### config.mk
export PLATFORM = sky130hd
export DESIGN_NAME = smbus_pec_unit
export DESIGN_NICKNAME = d
export VERILOG_FILES = /design/src/rtl/pec_pkg.sv /design/src/rtl/pec_datapath.sv /design/src/rtl/pec_control.sv /design/src/rtl/smbus_pec_unit.sv
export SDC_FILE = /design/constraint.sdc
export NUM_CORES = 1
export LEC_CHECK = 0
export BUFFER_PORTS_ARGS = -buffer_cell sky130_fd_sc_hd__buf_2
export CAP_MARGIN = 0
export CORE_MARGIN = 1
export CORE_UTILIZATION = 45
export DETAILED_ROUTE_END_ITERATION = 10
export PLACE_DENSITY = 0.83
export SYNTH_ARGS = -nofsm -noshare
export SYNTH_HDL_FRONTEND = slang
export SYNTH_SLANG_ARGS = --single-unit
### constraint.sdc
create_clock -name clk -period 5 [get_ports clk]
set_clock_uncertainty 0.15 [all_clocks]
set_input_delay 1 -clock clk [delete_from_list [all_inputs] [get_ports clk]]
set_output_delay 1 -clock clk [all_outputs]
set_load 0.005 [all_outputs]
### src/rtl/pec_pkg.sv
package pec_pkg;
  localparam int BYTE_W = 8;

  typedef struct packed {
    logic clear;     // start condition: restart the CRC
    logic update;    // fold byteData into the CRC
    logic markAddr;  // byte is an address: latch direction, reset count
    logic evalStop;  // stop condition: give the write verdict
  } pecCtl_t;

  function automatic logic [BYTE_W-1:0] crcStep(
    input logic [BYTE_W-1:0] crc,
    input logic [BYTE_W-1:0] data,
    input logic [BYTE_W-1:0] poly
  );
    logic [BYTE_W-1:0] x;
    x = crc ^ data;
    for (int i = 0; i < BYTE_W; i++)
      x = x[BYTE_W-1] ? ((x << 1) ^ poly) : (x << 1);
    return x;
  endfunction
endpackage

### src/rtl/pec_datapath.sv
module pec_datapath
  import pec_pkg::*;
#(
  parameter logic [BYTE_W-1:0] POLY = 8'h07,
  parameter int MIN_WR_BYTES = 2,
  localparam int CNT_W = $clog2(MIN_WR_BYTES + 1)
) (
  input  logic              clk,
  input  logic              rstN,
  input  pecCtl_t           ctl,
  input  logic [BYTE_W-1:0] byteData,
  output logic [BYTE_W-1:0] crc,
  output logic [CNT_W-1:0]  wrCnt,
  output logic              wrPhase
);
  localparam logic [CNT_W-1:0] CNT_MAX = CNT_W'(MIN_WR_BYTES);

  always_ff @(posedge clk) begin
    if (!rstN || ctl.clear) crc <= '0;
    else if (ctl.update)    crc <= crcStep(crc, byteData, POLY);
  end

  always_ff @(posedge clk) begin
    if (!rstN || ctl.clear || ctl.markAddr) wrCnt <= '0;
    else if (ctl.update && wrCnt != CNT_MAX) wrCnt <= wrCnt + 1'b1;
  end

  always_ff @(posedge clk) begin
    if (!rstN || ctl.clear) wrPhase <= 1'b0;
    else if (ctl.markAddr)  wrPhase <= ~byteData[0];
  end
endmodule

### src/rtl/pec_control.sv
module pec_control
  import pec_pkg::*;
#(
  parameter int MIN_WR_BYTES = 2,
  parameter logic [6:0] GLOBAL_ADDR = 7'h00,
  localparam int CNT_W = $clog2(MIN_WR_BYTES + 1)
) (
  input  logic              clk,
  input  logic              rstN,
  input  logic              isStart,
  input  logic              isStop,
  input  logic              byteValid,
  input  logic              isAddr,
  input  logic [BYTE_W-1:0] byteData,
  input  logic [BYTE_W-1:0] crc,
  input  logic [CNT_W-1:0]  wrCnt,
  input  logic              wrPhase,
  output pecCtl_t           ctl,
  output logic              pecOk,
  output logic              pecError,
  output logic              pecMissing,
  output logic              globalRead
);
  localparam logic [BYTE_W-1:0] GLOBAL_RD = {GLOBAL_ADDR, 1'b1};

  always_comb begin
    ctl.clear    = isStart;
    ctl.update   = byteValid && !isStart;
    ctl.markAddr = byteValid && isAddr && !isStart;
    ctl.evalStop = isStop;
  end

  logic shortWr;
  assign shortWr = wrCnt < CNT_W'(MIN_WR_BYTES);

  always_ff @(posedge clk) begin
    if (!rstN) begin
      pecOk      <= 1'b0;
      pecError   <= 1'b0;
      pecMissing <= 1'b0;
      globalRead <= 1'b0;
    end else begin
      pecOk      <= ctl.evalStop && wrPhase && !shortWr && crc == '0;
      pecError   <= ctl.evalStop && wrPhase && !shortWr && crc != '0;
      pecMissing <= ctl.evalStop && wrPhase && shortWr;
      globalRead <= ctl.markAddr && byteData == GLOBAL_RD;
    end
  end
endmodule

### src/rtl/smbus_pec_unit.sv
module smbus_pec_unit
  import pec_pkg::*;
#(
  parameter logic [BYTE_W-1:0] POLY = 8'h07,
  parameter int MIN_WR_BYTES = 2,
  parameter logic [6:0] GLOBAL_ADDR = 7'h00,
  localparam int CNT_W = $clog2(MIN_WR_BYTES + 1)
) (
  input  logic              clk,
  input  logic              rstN,
  input  logic              isStart,
  input  logic              isRestart,
  input  logic              isStop,
  input  logic              byteValid,
  input  logic              isAddr,
  input  logic [BYTE_W-1:0] byteData,
  output logic [BYTE_W-1:0] pecOut,
  output logic              pecOk,
  output logic              pecError,
  output logic              pecMissing,
  output logic              globalRead
);
  pecCtl_t          ctl;
  logic [CNT_W-1:0] wrCnt;
  logic             wrPhase;
  logic             restartSeen;

  // A repeated start keeps the running CRC; it is a marker only.
  assign restartSeen = isRestart;

  pec_control #(.MIN_WR_BYTES(MIN_WR_BYTES), .GLOBAL_ADDR(GLOBAL_ADDR)) uCtl (
    .clk(clk), .rstN(rstN), .isStart(isStart), .isStop(isStop && !restartSeen),
    .byteValid(byteValid), .isAddr(isAddr), .byteData(byteData),
    .crc(pecOut), .wrCnt(wrCnt), .wrPhase(wrPhase), .ctl(ctl),
    .pecOk(pecOk), .pecError(pecError), .pecMissing(pecMissing),
    .globalRead(globalRead)
  );

  pec_datapath #(.POLY(POLY), .MIN_WR_BYTES(MIN_WR_BYTES)) uDp (
    .clk(clk), .rstN(rstN), .ctl(ctl), .byteData(byteData),
    .crc(pecOut), .wrCnt(wrCnt), .wrPhase(wrPhase)
  );
endmodule

# Word-level counts from Yosys, hierarchy flattened
# Index checks and enable logic that the tools add are counted.
[word_totals]
regBits = 15
latch_bits = 0
ramBits = 0
rom_bits = 0
inputBits = 15
out_inout_bits = 12
elab_cells = 48
memories = 0
[op_classes]
add_sub_neg = 1
mul = 0
n_div = 0
magnitude_cmp = 1
eq_ne = 2
shift = 0
muxes = 8
n_bitwise = 10
reduce_logical = 19
[ops]
columns = ["cell", "count"]
rows = [
  ["2-to-1 mux 3 bit", 8],
  ["NOT 3 bit", 8],
  ["logical AND 1 bit", 11],
  ["equality test 8 x 1 -> 1 bit, second input constant", 1],
  ["logical NOT 8 bit", 1],
  ["nonzero test 8 bit", 1],
  ["XOR 8 bit", 1],
  ["logical NOT 1 bit", 4],
  ["adder 2 x 1 -> 2 bit, second input constant", 1],
  ["logical OR 1 bit", 2],
  ["< comparator 2 bit, second input constant", 1],
  ["!= test 2 bit, second input constant", 1],
  ["NOT 1 bit", 1],
]

# Depth between registers and ports, before layout
# Gate-level depths: netlist (run 1).
[depth]
depth_word = 17
mapped_depth = 6
ltp_nobuf = 6

# Hierarchy
# Synthesis (run 1) repeated with hierarchy kept, for this count alone.
[unflattened]
hier_cells = 88
area_unflattened_um2 = 920.9
[modules_own_cells]
columns = ["module", "n_inst", "cells_each", "area_each_um2", "seq_area_each_um2"]
rows = [
  ["pec_datapath", 1, 68, 710.7, 220.2],
  ["pec_control", 1, 19, 196.4, 80.1],
  ["smbus_pec_unit", 1, 1, 13.8, 0.0],
]

# Worst setup path before layout (run 1)
# No wires, ideal clock.
[synth_path]
path_type = "input-to-reg"
start = "input port byteData[6]"
end = "register uDp.crc[1]"
setup_time_ns = 0.070
arrival_time_ns = 2.033
required_time_ns = 4.780
path_slack_ns = 2.747
stages = 4
cell_sequence = "xnor2_2 -> xnor3_1 -> or3_1 -> a21oi_1"
[synth_between]
elab_chain_len = 3
[synth_lines]
columns = ["element", "line", "source"]
rows = [
  ["from (decl)", "smbus_pec_unit.sv:16", "input logic [BYTE_W-1:0] byteData,"],
  ["XOR 8 bit", "pec_pkg.sv:17", "x = crc ^ data;"],
  ["2-to-1 mux 3 bit (2 in a row)", "pec_pkg.sv:19", "x = x[BYTE_W-1] ? ((x << 1) ^ poly) : (x << 1);"],
  ["to (signal assigned)", "pec_datapath.sv:20", "else if (ctl.update) crc <= crcStep(crc, byteData, POLY);"],
  ["to (decl)", "pec_datapath.sv:12", "output logic [BYTE_W-1:0] crc,"],
]
# Every way passes these cells.
# A chain may end at the register's enable or synchronous reset.

# Worst setup path after layout (run 1)
[layout_path]
start = "input port byteData[6]"
end = "register uDp.crc[7]"
[layout_between]
elab_chain_len = 4
[layout_lines]
columns = ["element", "line"]
rows = [
  ["XOR 8 bit (*)", "pec_pkg.sv:17"],
  ["2-to-1 mux 3 bit (*)", "pec_pkg.sv:19"],
  ["NOT 3 bit (no line)", "n/a"],
  ["2-to-1 mux 3 bit (*)", "pec_pkg.sv:19"],
]
# Every way passes the cells marked *; elsewhere a longest branch is shown, timed or not.

==> impl_metrics.tcl, run 1 <==
set metrics [dict create \
    die_area_um2 2120 \
    viasPerCell 5.19 \
    first_pass_iters 6 \
    grt_pass1_wl_um 2770 \
    grt_usage 0.183 \
    cts_root_buf "clkbuf_4" \
    final_area_um2 1050 \
    drt-wirelength-per-cell_um 12.4 \
    syn_area_um2 873 \
    timing.slew.headroom 0.703 \
    grt_max_degree 14 \
    fin_total_pwr_uw 290 \
    antenna_found_initial 0 \
    drive_above_1_share 0.299 \
    ys_seq_elements 15 \
    rows 15 \
    clock-sinks 15 \
    nFillCells 166 \
    diodes 0 \
    dpl_cell_area_um2 1020 \
    drc_errors 0 \
    p_per_area_nw_per_um2 277 \
    critPathLaunchType "input pin" \
    cts_resized 0 \
    portBuffers 26 \
    crit_path_end_kind "flop" \
    max-clock-path-buffers 2 \
    multiInputGateArea_um2 547 \
    synth_top_area_frac 0.344 \
    avgSynthCellArea_um2 9.81 \
    synth_mux_area_frac 0 \
    drtAntennaViolNets 0 \
    cts_hold_buf 0 \
    detailed_place_hpwl_um 1370 \
    ys_top_cells_by_count "dfxtp_1 (15), xnor2_1 (11), nor2_1 (9)" \
    drtIter0Drc 14 \
    synth_flop_cell "dfxtp_1" \
    grt_pass1_vias 651 \
    gr-total-overflow 0 \
    wirelength_um 1760 \
    synth_top_family_by_area "XOR/XNOR gates" \
    vias 737 \
    syn_nets 105 \
    timing.setup.tns_ns 0 \
    yosysSeqAreaShare 0.344 \
    async_reset_ff_frac 0 \
    fmax_mhz 461 \
    cts_setup_buffers 0 \
    syn_inst 89 \
    fin_crit_ns 2.17 \
    synth-compound-area-share 0.123 \
    final_util 0.594 \
    hold_path.class "reg2reg" \
    tightest_slew_ns 0.442 \
    io_pins 27 \
    synth-warning-count 0 \
    synth_top_area_cell "dfxtp_1" \
    synthSimpleGateAreaFrac 0.182 \
    core-area_um2 1760 \
    critPathMaxFanout 4 \
    synth_edf_count 0 \
    synth-xor-area-share 0.307 \
    start_util 0.495 \
    outcome "complete, no violations" \
    area_growth_syn_to_layout_pct 19.9 \
    fin_nets 134 \
    worst_ep_required_time_ns 5.07 \
    cts_tree "built" \
    path_clk_slew_ns 0.10 \
    ys_types 25 \
    cts-htree-levels 1 \
    yosys-top-cells-area "dfxtp_1 (34%), xnor3_1 (13%), xnor2_1 (11%)" \
    critical_path_class "in2reg" \
    clk-insertion-delay-late_ns 0.29 \
    die_width_um 46.1 \
    leakage_uw 0.000472 \
    rsz0062_at_grt "false" \
    setup_viol 0 \
    cp.arrival_ns 2.24 \
    maxSlewViolCount 0 \
    place_congestion 0.794 \
    die_h_um 46.1 \
    peakVddDrop_v 0.000129 \
    regArea_um2 300 \
    timing.final.hold_violations 0 \
    fin_crit_sh 0.434 \
    yosysMostFrequentCell "dfxtp_1" \
    max_cap_viol_count 0 \
    cts_made_buffers 3 \
    synthAdderAreaFrac 0.0143 \
]
[layout make-up]
type	count	area share
inverters	3	0.0108
well taps	25	0.0299
multi-input cells	69	0.522
clock buffers	3	0.0215
repair buffers	26	0.124
clock inverters	1	0.00478
flip-flops and latches	15	0.287
[metal layers]
| metal | wire length [um] | GRT usage | vias up |
|---|---|---|---|
| li1 | - | - | 374 |
| met1 | 736 | 0.213 | 340 |
| met2 | 933 | 0.330 | 19 |
| met3 | 71 | 0.0275 | 4 |
| met4 | 22 | 0.0765 | 0 |
| met5 | 0 | 0 | - |
[state kept, by name, indices dropped and copies added, names as in the netlist]
signal / flops
uCtl.pecError: 1
uCtl.pecMissing: 1
uCtl.globalRead: 1
uCtl.pecOk: 1
uDp.wrCnt: 2
uDp.wrPhase: 1
uDp.crc: 8
[worst max-delay path, stage by stage]
cell and delay, ns:
buf_2 0.12, xnor2_2 0.29, xnor3_1 0.39, or3_1 0.31, a21oi_1 0.13
[per-stage QoR]
stage	hold WS, ns	instances	worst slack [ns]
finish	0.336	142	2.83
global route	0.350	142	2.79
CTS	0.329	142	2.83
detailed placement	0.306	138	2.54
global placement	0.298	138	2.57
floorplan	0.280	89	2.75
[worst paths after layout]
path,from,endpoint,slack [ns],depth (start not counted)
max,byteData[6],uDp.crc[7],2.83,5
min,uDp.wrPhase,uCtl.pecMissing,0.34,2
max reg2reg,uDp.crc[6],uDp.crc[7],3.26,4
min reg2reg,uDp.wrPhase,uCtl.pecMissing,0.34,2
[report_power, final]
part | switching [uW] | leakage (uW) | internal [uW] | total, uW
combinational | 37.9 | 0.000332 | 49.3 | 87.2
sequential | 7.07 | 0.000122 | 125 | 132
clock | 41.1 | 0.0000177 | 29.7 | 70.8
total | 86.0 | 0.000472 | 204 | 290
[cell families (layout without fill, tap and decap cells)]
group,count (synthesis),count (layout)
simple gates,29,29
buf+inv,5,33
xor+xnor,21,21
fa+ha+maj,1,1
flops,15,15
compound gates,18,18
[cells in the final DEF (no fill, tap or decap), types with 2 or more instances in the layout]
master / n
xnor2_2: 2
a211oi_1: 4
buf_2: 26
a21oi_1: 8
nor2_1: 9
inv_1: 3
xnor2_1: 11
clkbuf_4: 3
nor4_1: 5
xor2_1: 3
dfxtp_1: 15
o21ai_0: 4
xnor3_1: 5
nor2b_1: 3
nand2_1: 2
nand3_1: 2
or3_1: 3
No activity file was read; power rests on OpenSTA's default activity.
==> inputs of run 2 (changes only) <==
- clock period: 5 -> 2 ns (I/O delays scaled with it)
==> impl_metrics.tcl, run 2 (same netlist as run 1, synthesis figures left out) <==
set metrics [dict create \
    outcome "complete, no violations" \
    cp-startpoint "uDp.crc[6]" \
    wirelength_um 1820 \
    timing.setup.tns_ns 0 \
    tightest_slew_ns 0.466 \
    p_per_area_nw_per_um2 695 \
    leakage_uw 0.000476 \
    io_pins 27 \
    r2r_start "uDp.crc[6]" \
    die_area_um2 2120 \
    setup_ws_ns 0.227 \
    fin_crit_ns 1.77 \
    cts_tree "built" \
    critPathLaunchType "flop" \
    die_width_um 46.1 \
    multiInputGateArea_um2 547 \
    detailed_place_hpwl_um 1480 \
    cts_resized 0 \
    setup_viol 0 \
    drive_above_1_share 0.305 \
    antenna_found_initial 0 \
    die_h_um 46.1 \
    peakVddDrop_v 0.000384 \
    first_pass_iters 4 \
    rows 15 \
    maxSlewViolCount 0 \
    fin_nets 135 \
    cp.arrival_ns 1.85 \
    drc_errors 0 \
    timing.slew.headroom 0.687 \
    gr-total-overflow 0 \
    most-common-layout-cells "buf_2 (26), dfxtp_1 (15), xnor2_1 (11), nor2_1 (9), a21oi_1 (8)" \
    grt_max_degree 14 \
    cts_root_buf "clkbuf_4" \
    diodes 0 \
    path_clk_slew_ns 0.09 \
    nFillCells 164 \
    area_growth_syn_to_layout_pct 20.8 \
    core-area_um2 1760 \
    place_congestion 0.817 \
    cts_setup_buffers 0 \
    rsz0062_at_grt "false" \
    clk-insertion-delay-late_ns 0.29 \
    top_regs "uDp.crc: 8 flops, uDp.wrCnt: 2 flops" \
    regArea_um2 300 \
    max_cap_viol_count 0 \
    grt_pass1_vias 700 \
    critPathMaxFanout 4 \
    timing.final.hold_violations 0 \
    drt-wirelength-per-cell_um 12.7 \
    cts_hold_buf 0 \
    cts-htree-levels 1 \
    final_common_cell "buf_2" \
    cts_made_buffers 3 \
    clock-sinks 15 \
    grt_pass1_wl_um 2950 \
    critical_path_class "reg2reg" \
    drtAntennaViolNets 0 \
    drtIter0Drc 7 \
    portBuffers 26 \
    fin_crit_sh 0.887 \
    min_from "byteData[2]" \
    grt_usage 0.202 \
    top_register "uDp.crc" \
    vias 762 \
    largest_register_ffs 8 \
    dp_slack_ns 0.112 \
    worst_ep_required_time_ns 2.08 \
    fmax_mhz 564 \
    viasPerCell 5.33 \
    hold_path.class "in2reg" \
    max-clock-path-buffers 2 \
    start_util 0.495 \
    crit_path_end_kind "flop" \
]
-- run 2: metrics by stage --
step | hold WS, ns | cells | total power, uW | instance area (um2) | utilization
3_3_place_gp | 0.298 | 139 | 552 | 1030 | 0.582
5_1_grt | 0.124 | 143 | 778 | 1050 | 0.598
2_1_floorplan | 0.280 | 89 | 502 | 873 | -
3_5_place_dp | 0.308 | 139 | 562 | 1030 | 0.582
6_report | 0.141 | 143 | 733 | 1050 | 0.598
4_1_cts | 0.137 | 143 | 742 | 1050 | 0.598
-- run 2: layout make-up --
| type | count | area share |
|---|---|---|
| Sequential cell | 15 | 0.285 |
| Clock buffer | 3 | 0.0214 |
| Timing Repair Buffer | 27 | 0.130 |
| Inverter | 3 | 0.0107 |
| Tap cell | 25 | 0.0297 |
| Clock inverter | 1 | 0.00474 |
| Multi-Input combinational cell | 69 | 0.518 |
-- run 2: worst paths after layout --
| path | end | slack, ns | depth (start not counted) |
|---|---|---|---|
| max | uDp.crc[7] | 0.23 | 4 |
| min reg2reg | uCtl.pecMissing | 0.33 | 2 |
| min | uCtl.globalRead | 0.14 | 2 |
| max reg2reg | uDp.crc[7] | 0.23 | 4 |
-- run 2: power by group --
part	total, uW	switching [uW]	internal, uW
logic	226	99.3	126
registers	329	17.6	311
clock network	178	104	74.5
total	733	221	512
-- run 2: per-layer routing --
| metal | vias up | wire (um) | global-route usage |
|---|---|---|---|
| met5 | - | 0 | 0 |
| met4 | 0 | 19 | 0.0706 |
| met3 | 3 | 88 | 0.0588 |
| met2 | 25 | 986 | 0.363 |
| met1 | 357 | 727 | 0.223 |
| li1 | 377 | - | - |
-- run 2: worst max-delay path: stages (launching register included) --
cell,delay [ns]
dfxtp_1,0.36
xnor2_2,0.34
xnor3_1,0.39
or3_1,0.32
a21oi_1,0.15
==> inputs of run 3 (changes only) <==
- CELL_PAD_IN_SITES_DETAIL_PLACEMENT: not set -> 1
- CELL_PAD_IN_SITES_GLOBAL_PLACEMENT: not set -> 2
- CORE_UTILIZATION: 45 -> 29
- PLACE_DENSITY: 0.83 -> 0.87
==> impl_metrics.tcl, run 3 (same netlist as run 1, synthesis figures left out) <==
set metrics [dict create \
    r2r_end "uDp.crc[5]" \
    cp-startpoint "uDp.crc[4]" \
    final_common_cell "buf_2" \
    portBuffers 26 \
    fmax_mhz 584 \
    holdPathStages 2 \
    area_growth_syn_to_layout_pct 23.2 \
    fin_crit_sh 0.856 \
    grt_pass1_vias 804 \
    top_register "uDp.crc" \
    core-area_um2 2810 \
    cts_tree "built" \
    cts_made_buffers 3 \
    place_inst 147 \
    timing.final.hold_violations 0 \
    grt_pass1_wl_um 3680 \
    critical_path_class "reg2reg" \
    leakage_uw 0.000484 \
    drtAntennaViolNets 0 \
    multiInputGateArea_um2 547 \
    tightest_slew_ns 0.461 \
    rows 19 \
    antenna_found_initial 0 \
    detailed_place_hpwl_um 1780 \
    first_pass_iters 6 \
    drive_above_1_share 0.308 \
    top_regs "uDp.crc: 8 flops, uDp.wrCnt: 2 flops" \
    critPathMaxFanout 4 \
    drc_errors 2 \
    cts_setup_buffers 0 \
    setup_viol 0 \
    place_congestion 0.745 \
    vias 754 \
    grt_usage 0.153 \
    die_h_um 56.9 \
    peakVddDrop_v 0.000300 \
    gr-total-overflow 0 \
    die_width_um 56.9 \
    path_clk_slew_ns 0.09 \
    fin_crit_ns 1.71 \
    crit_path_end_kind "flop" \
    worst_ep_required_time_ns 2.07 \
    hold_path.class "in2reg" \
    cp.arrival_ns 1.78 \
    violations "design-rule violations" \
    timing.setup.tns_ns 0 \
    timing.slew.headroom 0.690 \
    clk-insertion-delay-late_ns 0.29 \
    viasPerCell 4.99 \
    r2r_start "uDp.crc[4]" \
    fin_nets 137 \
    wirelength_um 2220 \
    io_pins 27 \
    regArea_um2 300 \
    grt_max_degree 14 \
    start_util 0.311 \
    fin_cells 151 \
    rsz0062_at_grt "false" \
    diodes 0 \
    cts_resized 0 \
    rrSetupSlack_ns 0.29 \
    max-clock-path-buffers 2 \
    cts_hold_buf 0 \
    clock-sinks 15 \
    p_per_area_nw_per_um2 691 \
    die_area_um2 3230 \
    most-common-layout-cells "buf_2 (26), dfxtp_1 (15), xnor2_1 (11), nor2_1 (9), a21oi_1 (8)" \
    largest_register_ffs 8 \
    nFillCells 346 \
    drtIter0Drc 7 \
    outcome "complete, but fails checks" \
    cts-htree-levels 1 \
    worst_r2r_path_depth 4 \
    max_cap_viol_count 0 \
    cts_root_buf "clkbuf_4" \
    drt-wirelength-per-cell_um 14.7 \
    min_from "byteData[2]" \
    critPathLaunchType "flop" \
    min_delay_worst_endpoint "uCtl.globalRead" \
    maxSlewViolCount 0 \
]
## run 3: worst max path at each step
stage | end | slack, ns | cells past startpoint
final | uDp.crc[5] | 0.29 | 4
after global routing | uDp.crc[5] | 0.16 | 4
after CTS | uDp.crc[5] | 0.27 | 4
after detailed placement | uDp.crc[5] | 0.15 | 5
after global placement | uDp.crc[5] | 0.18 | 5
after floorplan | uDp.crc[1] | 0.35 | 4
## run 3: layer usage
| layer | vias up | part of all wire | GRT usage |
|---|---|---|---|
| li1 | 379 | - | - |
| met1 | 357 | 0.43 | 0.187 |
| met2 | 14 | 0.51 | 0.259 |
| met3 | 4 | 0.037 | 0.0346 |
| met4 | 0 | 0.015 | 0.0627 |
| met5 | - | 0 | 0 |
## run 3: area by class of cell
type / count / share of cell area
tap: 31 / 0.0360
sequential: 15 / 0.279
clock buffer: 4 / 0.0244
multi-input combinational: 69 / 0.508
inverter: 3 / 0.0105
timing repair buffer: 29 / 0.142
## run 3: critical path: stages, from the launching register on
cell,delay [ns]
dfxtp_1,0.37
xnor2_2,0.30
xnor3_1,0.38
or3_1,0.31
a21oi_1,0.14
## run 3: power breakdown
group          internal [uW]  switching [uW]
Clock                   77.5             102
Sequential               311            16.3
Combinational            131             105
## run 3: metrics by stage
stage                     area [um2]   util  hold WS, ns  total power, uW  worst slack, ns
after floorplan                  873      -        0.280              502            0.347
after global placement          1050  0.374        0.305              566            0.185
after detailed placement        1050  0.374        0.313              574            0.152
after CTS                       1080  0.384        0.148              759            0.266
after global routing            1080  0.384        0.152              795            0.156
final                           1080  0.384        0.155              743            0.287
